`config.mk`:
```
export PLATFORM = sky130hd
export DESIGN_NAME = gpio_pad_ctrl
export DESIGN_NICKNAME = d
export VERILOG_FILES = /design/src/rtl/gpio_pad_pkg.sv /design/src/rtl/gpio_pad_sync.sv /design/src/rtl/gpio_pad_unit.sv /design/src/rtl/gpio_irq_bank.sv /design/src/rtl/gpio_pad_ctrl.sv
export SDC_FILE = /design/constraint.sdc
export NUM_CORES = 1
export LEC_CHECK = 0
export BUFFER_PORTS_ARGS = -buffer_cell sky130_fd_sc_hd__buf_2
export CAP_MARGIN = 0
export CORE_AREA = 2 2 187 225
export DETAILED_ROUTE_END_ITERATION = 10
export DIE_AREA = 0 0 189 227
export PLACE_DENSITY = 0.74
export SYNTH_ARGS = -nofsm -noshare
export SYNTH_HDL_FRONTEND = slang
export SYNTH_HIERARCHICAL = 1
export SYNTH_SLANG_ARGS = --single-unit
```
`constraint.sdc`:
```
create_clock -name clk -period 2.5 [get_ports clk]
set_input_delay 0.375 -clock clk [delete_from_list [all_inputs] [get_ports clk]]
set_output_delay 0.375 -clock clk [all_outputs]
set_load 0.02 [all_outputs]
```
`src/rtl/gpio_pad_pkg.sv`:
```
package gpio_pad_pkg;
  localparam int ADDR_W    = 16;
  localparam int DATA_W    = 32;
  localparam int NUM_LINES = 16;
  localparam int SEL_W     = $clog2(NUM_LINES);
  localparam int MAX_SLOTS = 15;

  localparam logic [ADDR_W-1:0] STAT_OFF = 16'h0300;
  localparam logic [ADDR_W-1:0] EN_OFF   = 16'h0380;
  localparam logic [ADDR_W-1:0] PAD_BASE = 16'h4400;
  // word-address strides: 1024 bytes per group, 8 bytes per slot
  localparam int GRP_SHIFT = 8;

  typedef enum logic [2:0] {
    DET_NONE  = 3'd0,
    DET_FALL  = 3'd1,
    DET_RISE  = 3'd2,
    DET_BOTH  = 3'd3,
    DET_LEVEL = 3'd4
  } det_mode_e;

  function automatic logic det_hit(input logic [2:0] mode, input logic prev, input logic cur);
    logic hit;
    case (mode)
      DET_FALL:  hit = prev & ~cur;
      DET_RISE:  hit = ~prev & cur;
      DET_BOTH:  hit = prev ^ cur;
      DET_LEVEL: hit = cur;
      default:   hit = 1'b0;
    endcase
    return hit;
  endfunction
endpackage

```
`src/rtl/gpio_pad_sync.sv`:
```
module gpio_pad_sync #(
  parameter int WIDTH = 8
) (
  input  logic             clk,
  input  logic             rst_n,
  input  logic [WIDTH-1:0] d,
  output logic [WIDTH-1:0] q
);
  logic [WIDTH-1:0] stage1;
  logic [WIDTH-1:0] stage2;

  always_ff @(posedge clk or negedge rst_n) begin
    if (!rst_n) begin
      stage1 <= '0;
      stage2 <= '0;
    end else begin
      stage1 <= d;
      stage2 <= stage1;
    end
  end

  assign q = stage2;
endmodule

```
`src/rtl/gpio_pad_unit.sv`:
```
module gpio_pad_unit
  import gpio_pad_pkg::*;
(
  input  logic                 clk,
  input  logic                 rst_n,
  input  logic                 rx_sync,
  input  logic                 wr_cfg0,
  input  logic                 wr_cfg1,
  input  logic [SEL_W-1:0]     w_sel,
  input  logic                 w_tx,
  input  logic [2:0]           w_mode,
  input  logic [3:0]           w_inv,
  output logic [DATA_W-1:0]    cfg0_rd,
  output logic [DATA_W-1:0]    cfg1_rd,
  output logic                 tx,
  output logic [NUM_LINES-1:0] evt_lines
);
  logic [SEL_W-1:0] sel_q;
  logic             tx_q;
  logic [2:0]       mode_q;
  logic [3:0]       inv_q;
  logic             prev_q;
  logic             det_sig;
  logic             hit;

  always_ff @(posedge clk or negedge rst_n) begin
    if (!rst_n) begin
      sel_q <= '0;
      tx_q  <= 1'b0;
    end else if (wr_cfg0) begin
      sel_q <= w_sel;
      tx_q  <= w_tx;
    end
  end

  always_ff @(posedge clk or negedge rst_n) begin
    if (!rst_n) begin
      mode_q <= '0;
      inv_q  <= '0;
    end else if (wr_cfg1) begin
      mode_q <= w_mode;
      inv_q  <= w_inv;
    end
  end

  // inversion acts on bit 6 of the second word (bit 2 of the field)
  assign det_sig = rx_sync ^ inv_q[2];

  always_ff @(posedge clk or negedge rst_n) begin
    if (!rst_n) prev_q <= 1'b0;
    else        prev_q <= det_sig;
  end

  assign hit       = det_hit(mode_q, prev_q, det_sig);
  assign evt_lines = hit ? (NUM_LINES'(1) << sel_q) : '0;
  assign tx        = tx_q;
  assign cfg0_rd   = {sel_q, {(DATA_W-SEL_W-2){1'b0}}, tx_q, rx_sync};
  assign cfg1_rd   = {{(DATA_W-8){1'b0}}, inv_q, 1'b0, mode_q};
endmodule

```
`src/rtl/gpio_irq_bank.sv`:
```
module gpio_irq_bank #(
  parameter int LINES = 16
) (
  input  logic             clk,
  input  logic             rst_n,
  input  logic [LINES-1:0] set_vec,
  input  logic [LINES-1:0] clr_vec,
  input  logic             en_we,
  input  logic [LINES-1:0] en_wdata,
  output logic [LINES-1:0] status,
  output logic [LINES-1:0] enable,
  output logic             irq
);
  always_ff @(posedge clk or negedge rst_n) begin
    if (!rst_n) status <= '0;
    else        status <= (status & ~clr_vec) | set_vec;
  end

  always_ff @(posedge clk or negedge rst_n) begin
    if (!rst_n)     enable <= '0;
    else if (en_we) enable <= en_wdata;
  end

  assign irq = |(status & enable);
endmodule

```
`src/rtl/gpio_pad_ctrl.sv`:
```
module gpio_pad_ctrl
  import gpio_pad_pkg::*;
#(
  parameter int NUM_GROUPS     = 2,
  parameter int PADS_PER_GROUP = 5
) (
  input  logic                                 clk,
  input  logic                                 rst_n,
  input  logic [NUM_GROUPS*PADS_PER_GROUP-1:0] pad_in,
  output logic [NUM_GROUPS*PADS_PER_GROUP-1:0] pad_out,
  input  logic                                 req_valid,
  input  logic                                 req_write,
  input  logic [15:0]                          req_addr,
  input  logic [31:0]                          req_wdata,
  output logic                                 rsp_valid,
  output logic [31:0]                          rsp_rdata,
  output logic                                 irq
);
  localparam int NUM_PADS = NUM_GROUPS * PADS_PER_GROUP;
  localparam int WORD_W   = ADDR_W - 2;

  logic [NUM_PADS-1:0]  rx_sync;
  logic [NUM_PADS-1:0]  hit;
  logic [DATA_W-1:0]    cfg0_rd [NUM_PADS];
  logic [DATA_W-1:0]    cfg1_rd [NUM_PADS];
  logic [NUM_LINES-1:0] evt_lines [NUM_PADS];
  logic [NUM_LINES-1:0] set_vec;
  logic [NUM_LINES-1:0] status;
  logic [NUM_LINES-1:0] enable;
  logic [NUM_LINES-1:0] clr_vec;
  logic                 aligned;
  logic                 in_pad;
  logic [WORD_W-1:0]    word_off;
  logic [WORD_W-1:0]    grp;
  logic [6:0]           slot;
  logic                 second_word;
  logic                 do_wr;
  logic                 do_rd;
  logic [DATA_W-1:0]    rd_mux;
  logic                 unused_wdata;

  assign unused_wdata = ^req_wdata[27:16];

  assign aligned     = (req_addr[1:0] == 2'b00);
  assign in_pad      = (req_addr >= PAD_BASE);
  assign word_off    = req_addr[ADDR_W-1:2] - PAD_BASE[ADDR_W-1:2];
  assign grp         = word_off >> GRP_SHIFT;
  assign slot        = word_off[7:1];
  assign second_word = word_off[0];
  assign do_wr       = req_valid && req_write && aligned;
  assign do_rd       = req_valid && !req_write;

  gpio_pad_sync #(.WIDTH(NUM_PADS)) u_sync (
    .clk   (clk),
    .rst_n (rst_n),
    .d     (pad_in),
    .q     (rx_sync)
  );

  for (genvar p = 0; p < NUM_PADS; p++) begin : g_pad
    localparam int GRP_IDX  = p / PADS_PER_GROUP;
    localparam int SLOT_IDX = p % PADS_PER_GROUP;

    assign hit[p] = aligned && in_pad && (grp == WORD_W'(GRP_IDX)) && (slot == 7'(SLOT_IDX));

    gpio_pad_unit u_pad (
      .clk       (clk),
      .rst_n     (rst_n),
      .rx_sync   (rx_sync[p]),
      .wr_cfg0   (do_wr && hit[p] && !second_word),
      .wr_cfg1   (do_wr && hit[p] && second_word),
      .w_sel     (req_wdata[31:28]),
      .w_tx      (req_wdata[1]),
      .w_mode    (req_wdata[2:0]),
      .w_inv     (req_wdata[7:4]),
      .cfg0_rd   (cfg0_rd[p]),
      .cfg1_rd   (cfg1_rd[p]),
      .tx        (pad_out[p]),
      .evt_lines (evt_lines[p])
    );
  end

  always_comb begin
    set_vec = '0;
    for (int p = 0; p < NUM_PADS; p++) set_vec = set_vec | evt_lines[p];
  end

  assign clr_vec = (do_wr && req_addr == STAT_OFF) ? req_wdata[NUM_LINES-1:0] : '0;

  gpio_irq_bank #(.LINES(NUM_LINES)) u_irq (
    .clk      (clk),
    .rst_n    (rst_n),
    .set_vec  (set_vec),
    .clr_vec  (clr_vec),
    .en_we    (do_wr && req_addr == EN_OFF),
    .en_wdata (req_wdata[NUM_LINES-1:0]),
    .status   (status),
    .enable   (enable),
    .irq      (irq)
  );

  always_comb begin
    rd_mux = '0;
    if (aligned) begin
      if (req_addr == STAT_OFF) rd_mux = {{(DATA_W-NUM_LINES){1'b0}}, status};
      if (req_addr == EN_OFF)   rd_mux = {{(DATA_W-NUM_LINES){1'b0}}, enable};
      for (int p = 0; p < NUM_PADS; p++) begin
        if (hit[p]) rd_mux = second_word ? cfg1_rd[p] : cfg0_rd[p];
      end
    end
  end

  always_ff @(posedge clk or negedge rst_n) begin
    if (!rst_n) begin
      rsp_valid <= 1'b0;
      rsp_rdata <= '0;
    end else begin
      rsp_valid <= do_rd;
      if (do_rd) rsp_rdata <= rd_mux;
    end
  end
endmodule

```
Word level (Yosys, flattened, before mapping)
Cells that the tools add are included.

cells by class
  magnitude comparators = 1
  shifts and indexed selects = 10
  equality and inequality tests = 47
  bitwise operators = 73
  $add $sub $neg = 1
  muxes and demuxes = 44
  reduce and logical (&&, ||, !) cells = 54

operators with widths
  cell                      count
  $mux W32                  22
  $mux W16                  12
  $or A16 B16 Y16           10
  $shl A1 B4 Y16 const A    10
  $eq A3 B2 Y1 const B      20
  $logic_and A1 B1 Y1       48
  $pmux W1 S4               10
  $and A16 B16 Y16          2
  $eq A16 B10 Y1 const B    2
  $eq A3 B1 Y1 const B      10
  $eq A3 B3 Y1 const B      10
  $and A1 B1 Y1             20
  $not A1 Y1                20
  $xor A1 B1 Y1             20
  $ge A16 B15 Y1 const B    1
  $not A16 Y16              1
  $reduce_or A16 Y1         1
  $eq A7 B2 Y1 const B      2
  $logic_not A14 Y1         1
  $sub A14 B13 Y14 const B  1
  $eq A7 B1 Y1 const B      1
  $eq A7 B3 Y1 const B      1
  $logic_not A7 Y1          1
  $eq A6 B1 Y1 const B      1
  2 further kinds           3

word-level totals
  output and inout bits = 44
  word-level logic and storage cells = 286
  register bits = 215

Longest topological paths before layout
Gate-level depths: netlist (run 1).

  depth after elaboration = 15
  gate-level depth with buffers = 11
  mapped depth without buffers = 8

Cells and area by module
The synthesis (run 1) kept the hierarchy.

by module, submodules not included
  module         times used  area an instance (um^2)  cells each
  gpio_pad_unit  10          1242.4                   134
  gpio_pad_ctrl  1           8693.3                   1122
  gpio_irq_bank  1           1306.3                   91
  gpio_pad_sync  1           500.5                    20

Least setup slack after synthesis (run 1)
No wires, ideal clock.

  path type = input port to flip-flop
  start = in req_addr[6]
  end = reg g_pad[6].u_pad.inv_q[0]
  cell stages on the path = 9
  arrival time = 2530 ps
  path buffers = 4
  setup time = 128 ps
  path slack = -157 ps
  data required time = 2372 ps
  path through = buf_6 or4_4 nor3_4 nand2_1 clkbuf_1 clkbuf_1 nor2_1 clkbuf_1 mux2_1

between the ends
  cells in the longest elaborated chain, start to end = 6
  elaborated cells between the ends (all ways) = 9
  those cells by class = 1 x add/sub; 1 x order compare; 2 x eq/ne; 5 x reduce/logical

ends and longest elaborated chain
  what                                                 line                                      RTL
  start, declared                                      gpio_pad_ctrl.sv:13                       input logic [15:0] req_addr,
  $sub A14 B13 Y14 or $ge A16 B15 Y1 (tied branches)   gpio_pad_ctrl.sv:46, gpio_pad_ctrl.sv:45
  $eq A6 B1 Y1 or $logic_and A1 B1 Y1 (tied branches)  gpio_pad_ctrl.sv:64                       assign hit[p] = aligned && in_pad && (grp == WORD_W'(GRP_IDX)) && (slot == 7'(SLOT_IDX));
  $logic_and A1 B1 Y1                                  gpio_pad_ctrl.sv:64
  $logic_and A1 B1 Y1 (*)                              gpio_pad_ctrl.sv:64
  $logic_and A1 B1 Y1 (*) (2 in a row)                 gpio_pad_ctrl.sv:71                       .wr_cfg1 (do_wr && hit[p] && second_word),
  end signal, assigned                                 gpio_pad_unit.sv:42                       inv_q <= w_inv;
  end, declared                                        gpio_pad_unit.sv:21                       logic [3:0] inv_q;

Every way passes the cells marked *; elsewhere a longest branch is shown, timed or not.
A chain may end at the register's enable or synchronous reset.

==> results.toml, run 1 <==
[sta]
finalHoldViolations = 0
period_needed_ns = 2.44
worst_slew_pin_slew_ns = 1.24
maxSlewHeadroom_pct = 17.2
maxSlewViolCount = 0
max_freq_mhz = 409
fin_skew_ns = 0.0283
setup_slack_ns = 0.0559
setup_viol_count_final = 0
period_share_pct = 97.8
rsz0062_at_grt = "yes"

[synthesis]
synth.area.top_cells = "dfrtp_1 (23%), buf_4 (17%), mux2i_1 (9.3%)"
syn-mean-instance-area_um2 = 8.91
synth_top_area_share_pct = 23.5
ys.flop_type = "dfrtp_1"
ys_types = 64
synth_edf_count = 0
syn_inst = 2573
syn-cell-area_um2 = 22900
synth_commonest_cells = "buf_4 (533), dfrtp_1 (215), mux2i_1 (212)"
synth_top_cell_by_area = "dfrtp_1"
async_flop_share_pct = 100
ys_seq_area_share_pct = 23.5
ys_ff_latch = 215
synth_most_common_cell = "buf_4"
yosysWarnings = 6

[layout]
nFillCells = 3578
post-route-util_pct = 58.8
multi_input_area_um2 = 14300
drive_gt1_share_pct = 20.6
syn_to_final_growth_pct = 4.15
finalNetCount = 2800
fin_cells = 3286
seq_area_um2 = 5380

[floorplan]
die_h_um = 227
ios = 106
num_rows = 81
die_width_um = 189
start_util_pct = 56.4
fp.dieArea_um2 = 42900
core-area_um2 = 40600

[run_status]
status = "finished clean"

[route]
route.detailed.drc = 0
routed-via-count = 18700
wl_um = 65900
post_drt_wl_per_cell_um = 20.1
drt_pass1_iterations = 6
postRouteAntennaNets = 0
vias_per_cell = 5.69
drt-initial-drc-count = 1649

[job]
cap_violations = 0

[grt]
grtUsageTotal_pct = 30.2
first_global_vias = 17800
grt_pass1_wl_um = 99900
grt_max_degree = 89
overflow = 0
antenna_found_initial = 1

[worst_setup_path]
crit_slowest_cell = "dfrtp_1"
regToRegSetupSlack_ns = 0.06
critPathTopFamily = "simple AND/OR/NAND/NOR gates"
crit_arrival_ns = 2.89
ff2ff_path_depth = 10
reg2reg_to = "u_irq/status[3]$_DFF_PN0_"
cp_cell_sequence = "xor2_1 -> ha_1 -> nand2_1 -> o2111ai_1 -> buf_12 -> a31oi_1 -> nor4_2 -> buf_4 -> nand3_1 -> a21o_1"
r2r-start = "u_sync/q[1]$_DFF_PN0_"
cp_max_fo = 16
cp.required_ns = 2.95
critPathBufInv = 2
startpoint_type = "flip-flop"
path_class = "flip-flop to flip-flop"
crit_path_max_incr_delay_ns = 0.42
crit_path_end_kind = "flip-flop"

[pwr]
peakVddDrop_v = 0.000504
p_leak_nw = 11.1
power_density_nw_per_um2 = 345

[place]
dp_slack_ns = -0.178
hpwl_um = 49500
place.gp.congestion = 0.983
dp.cells = 3229
numPortBuffers = 93

[clock_network]
postCtsSetupRepairBufs = 0
clock-root-buffer = "clkbuf_16"
clkSinkCount = 215
tritoncts = "yes"
clk_pin_slew_worst_paths_ns = 0.06
numCtsBuffers = 25
clockBufferDepth = 3
clk_latency_ns = 0.57
htreeDepth = 1

[worst_hold_path]
min-delay-start = "req_wdata[9]"
hold_path_class = "input pin to flip-flop"
hold_end = "u_irq/enable[9]$_DFFE_PN0P_"
min_path_cells = 2
## cell families (layout without fill, tap and decap cells)
kind of cell               count (synthesis)  in the layout  synth area share [%]
xor gates and xnor gates                  21             21                 0.802
muxes                                    408            408                  19.8
other                                     10            511                 0.164
and+or+nand+nor                          647            647                  14.1
AOI/OAI and AO/OA                        523            523                  18.6
DFF                                      215            215                  23.5
adders and majority gates                 10             10                 0.546
buffers and inverters                    739            412                  22.4
## worst max-delay path by stage
stage | to | cells after the start | slack [ns] | from
2_1_floorplan | g_pad[6].u_pad/inv_q[0]$_DFFE_PN0P_ | 9 | -0.003 | req_addr[6]
3_3_place_gp | rsp_rdata[0]$_DFFE_PN0P_ | 11 | -0.16 | req_addr[7]
3_5_place_dp | rsp_rdata[0]$_DFFE_PN0P_ | 8 | -0.18 | req_addr[5]
4_1_cts | u_irq/status[7]$_DFF_PN0_ | 10 | 0.04 | u_sync/q[6]$_DFF_PN0_
5_1_grt | u_irq/status[3]$_DFF_PN0_ | 10 | -0.07 | u_sync/q[1]$_DFF_PN0_
6_report | u_irq/status[3]$_DFF_PN0_ | 10 | 0.06 | u_sync/q[1]$_DFF_PN0_
## cells in the final DEF, fill, tap and decap left out, types with 60 or more instances in the layout
cell type,synthesis,layout
a211oi_1,78,78
a31oi_1,60,60
a31oi_2,100,100
buf_2,62,91
buf_4,533,192
conb_1,10,510
dfrtp_1,215,215
mux2_1,110,110
mux2_2,60,60
mux2i_1,212,212
nand2_1,180,179
nand3_1,95,95
nor2_1,123,122
nor2b_1,90,90
o21ai_0,86,86
## repair_timing
item                                    in CTS  in global routing
gates resized for setup                      3                  4
hold buffers                                11                  0
hold endpoints to repair                    66                  0
pin swaps                                    0                  1
endpoints found under the setup margin       3                  5
## state kept, by name, indices dropped and copies added, names as in the netlist
| register | flops |
|---|---|
| g_pad.u_pad/inv_q | 40 |
| g_pad.u_pad/sel_q | 40 |
| rsp_rdata | 32 |
| g_pad.u_pad/mode_q | 30 |
| u_irq/enable | 16 |
| u_irq/status | 16 |
| g_pad.u_pad/prev_q | 10 |
| g_pad.u_pad/tx | 10 |
| u_sync/q | 10 |
| u_sync/stage1 | 10 |
| rsp_valid | 1 |
## per-stage QoR
stage	hold slack, ns	setup TNS [ns]	power, W	area [um2]
4_1_cts	0.0444	0	0.00825	23800
6_report	0.0600	0	0.00825	23900
3_5_place_dp	0.336	-3.72	0.00463	22900
2_1_floorplan	0.0794	-0.0193	0.00487	24800
5_1_grt	0.0636	-0.0742	0.00854	23900
3_3_place_gp	0.336	-3.31	0.00461	22900
## power breakdown
part | internal [W] | switching (W)
Combinational | 0.000422 | 0.000686
Sequential | 0.00351 | 0.0000174
Clock | 0.00201 | 0.00161
## per-layer routing
layer / track usage (%) / up-vias / share of wire [%]
met5: 0 / - / 0
met4: 18.0 / 0 / 6.3
met3: 4.04 / 226 / 6.5
met2: 51.3 / 741 / 48
met1: 36.7 / 9039 / 39
li1: - / 8686 / -
## worst register-to-register path, cell delays in order (launching register included)
cell	delay, ns
dfrtp_1	0.42
xor2_1	0.17
ha_1	0.28
nand2_1	0.05
o2111ai_1	0.18
buf_12	0.21
a31oi_1	0.12
nor4_2	0.37
buf_4	0.18
nand3_1	0.16
a21o_1	0.21
## cell type report
type | count | area share (%)
repair buffers | 319 | 10.5
inverters | 48 | 0.755
clock inverters | 10 | 0.346
flip-flops and latches | 215 | 22.5
well taps | 539 | 2.82
diodes | 1 | 0.0105
clock buffers | 35 | 2.99
multi-input cells | 2119 | 60.1
No activity file was read; power rests on OpenSTA's default activity.
==> inputs of run 2 (changes only) <==
CORE_AREA = 2 2 167 251   (was 2 2 187 225)
DIE_AREA = 0 0 169 253   (was 0 0 189 227)
==> run 2 against run 1 <==
The run now ends with setup timing left. Setup slack worse by 0.090 ns. Register-to-register slack got worse by 0.09 ns. Global-route usage grew 1.6 points. Critical path depth up 1. Sequential share of layout area is 0.55 points lower. Combinational power is essentially flat. Power decreased by 2.3%. Fmax down 3.6%. Utilization increased by 1.3 points. Cell count is essentially flat. Sequential power is essentially flat. Hold slack barely moved.
==> results.toml, run 2 (synthesis gave the netlist of run 1 again) <==
[job]
cap_violations = 0

[worst_setup_path]
startpoint_type = "flip-flop"
crit_path_max_incr_delay_ns = 0.47
reg2reg_to = "u_irq/status[5]$_DFF_PN0_"
crit_top_cell = "buf_4"
critPathTopFamily = "buffers and inverters"
ff2ff_path_depth = 11
crit_path_end_kind = "flip-flop"
cp.required_ns = 2.95
cp_cell_sequence = "xor2_1 -> ha_1 -> nand2_1 -> o2111ai_1 -> buf_12 -> a31oi_2 -> nor4_4 -> buf_4 -> nand3_1 -> buf_4 -> a21o_1"
crit_arrival_ns = 2.98
r2r-start = "u_sync/q[1]$_DFF_PN0_"
critPathBufInv = 3
cp_max_fo = 16
path_class = "flip-flop to flip-flop"
crit_start = "u_sync/q[1]$_DFF_PN0_"
crit_slowest_cell = "dfrtp_2"
regToRegSetupSlack_ns = -0.03

[place]
dp.cells = 3227
hpwl_um = 52400
numPortBuffers = 93
place_area_um2 = 23200
place.gp.congestion = 0.955

[grt]
grt_pass1_wl_um = 105000
first_global_vias = 18700
grt_max_degree = 98
grtUsageTotal_pct = 31.8
overflow = 0
antenna_found_initial = 1

[layout]
syn_to_final_growth_pct = 6.81
post-route-util_pct = 60.1
final_cell_mix = "conb_1 (510), buf_4 (213), mux2i_1 (212), dfrtp_1 (212), nand2_1 (178)"
nFillCells = 3549
final_area_um2 = 24500
finalNetCount = 2834
reg.largest.list = "g_pad.u_pad/inv_q (40), g_pad.u_pad/sel_q (40), rsp_rdata (32)"
fin_cells = 3287
final_common_cell = "conb_1"
drive_gt1_share_pct = 22.8

[sta]
rsz0062_at_grt = "yes"
worst_slew_pin_slew_ns = 1.14
maxSlewHeadroom_pct = 24.0
holdWs_ns = 0.0600
period_share_pct = 101
finalHoldViolations = 0
fin_skew_ns = 0.0259
period_needed_ns = 2.53
setup_slack_ns = -0.0342
setup_viol_count_final = 1
max_freq_mhz = 395
maxSlewViolCount = 0

[worst_hold_path]
min-delay-start = "req_wdata[3]"
min_path_cells = 2
hold_path_class = "input pin to flip-flop"
hold_end = "u_irq/enable[3]$_DFFE_PN0P_"

[pwr]
peakVddDrop_v = 0.000395
power_density_nw_per_um2 = 329
p_leak_nw = 11.4

[route]
drt_pass1_iterations = 6
routed-via-count = 18900
vias_per_cell = 5.75
route.detailed.drc = 0
post_drt_wl_per_cell_um = 21.0
drt-initial-drc-count = 1583
wl_um = 69000
postRouteAntennaNets = 0

[clock_network]
clockBufferDepth = 3
clk_pin_slew_worst_paths_ns = 0.06
clock-root-buffer = "clkbuf_16"
clkSinkCount = 215
numCtsBuffers = 23
clk_latency_ns = 0.56
tritoncts = "yes"
htreeDepth = 1

[floorplan]
fp.dieArea_um2 = 42800
core-area_um2 = 40800
num_rows = 91
start_util_pct = 56.2
ios = 106
die_h_um = 253
die_width_um = 169

[run_status]
status = "finished with violations"
violations = "setup timing"
-- run 2: cell types whose count changed in the layout (fill, tap and decap cells not counted), moves of 4 or more --
cell | previous run | this run
nor4_2 | 5 | 20
nand3_4 | 0 | 4
buf_12 | 23 | 33
nand3_1 | 95 | 86
nand3_2 | 0 | 5
nor4_1 | 29 | 11
buf_4 | 192 | 213
-- run 2: cell type report --
| type | instances | area (um2) | share of cell area (%) |
|---|---|---|---|
| clock inverter | 11 | 113 | 0.460 |
| multi-input combinational | 2119 | 14600 | 59.7 |
| antenna | 1 | 2.50 | 0.0102 |
| tap | 511 | 639 | 2.61 |
| inverter | 48 | 180 | 0.736 |
| sequential | 215 | 5380 | 22.0 |
| timing repair buffer | 355 | 2940 | 12.0 |
| clock buffer | 27 | 611 | 2.49 |
-- run 2: metrics by stage --
stage / total power [W] / setup slack (ns) / setup TNS (ns)
after global routing: 0.00836 / -0.0882 / -0.175
after global placement: 0.00463 / -0.548 / -3.17
after CTS: 0.00805 / -0.0276 / -0.0276
final: 0.00806 / -0.0342 / -0.0342
after floorplan: 0.00487 / -0.00322 / -0.0193
after detailed placement: 0.00465 / -0.517 / -4.85
-- run 2: how the worst max path moves through the flow --
stage                                          end  slack [ns]  cells after the start
5_1_grt                  u_irq/status[5]$_DFF_PN0_       -0.09                     11
3_5_place_dp             rsp_rdata[23]$_DFFE_PN0P_       -0.52                     10
6_report                 u_irq/status[5]$_DFF_PN0_       -0.03                     11
3_3_place_gp             rsp_rdata[23]$_DFFE_PN0P_       -0.55                     11
2_1_floorplan  g_pad[6].u_pad/inv_q[0]$_DFFE_PN0P_      -0.003                      9
4_1_cts                 u_irq/status[14]$_DFF_PN0_       -0.03                     10
-- run 2: worst register-to-register path, cell delays in order (launching register included) --
cell and delay (ns):
dfrtp_2 0.47, xor2_1 0.17, ha_1 0.28, nand2_1 0.05, o2111ai_1 0.18, buf_12 0.21, a31oi_2 0.16, nor4_4 0.38
buf_4 0.17, nand3_1 0.07, buf_4 0.17, a21o_1 0.16
-- run 2: metal layers --
metal  track usage [%]  wire length, um  vias up
li1                  -                -     8739
met4              20.7             5180        0
met3              3.64             3750      250
met5                 0                0        -
met1              35.7            25500     9182
met2              56.7            34600      716
-- run 2: repair_timing --
item                                    CTS  global route
hold buffers                             11             0
pin swaps                                 2            16
gates cloned                              0             1
endpoints found under the setup margin   11            17
endpoints found under the hold margin    66             0
buffers inserted                          0             9
gates resized for setup                  11            53
-- run 2: where the power goes --
part | switching, W | leakage, nW | internal (W)
Combinational | 0.000698 | 8.19 | 0.000442
Clock | 0.00153 | 0.357 | 0.00187
Sequential | 0.0000193 | 2.87 | 0.00351
Total | 0.00224 | 11.4 | 0.00582
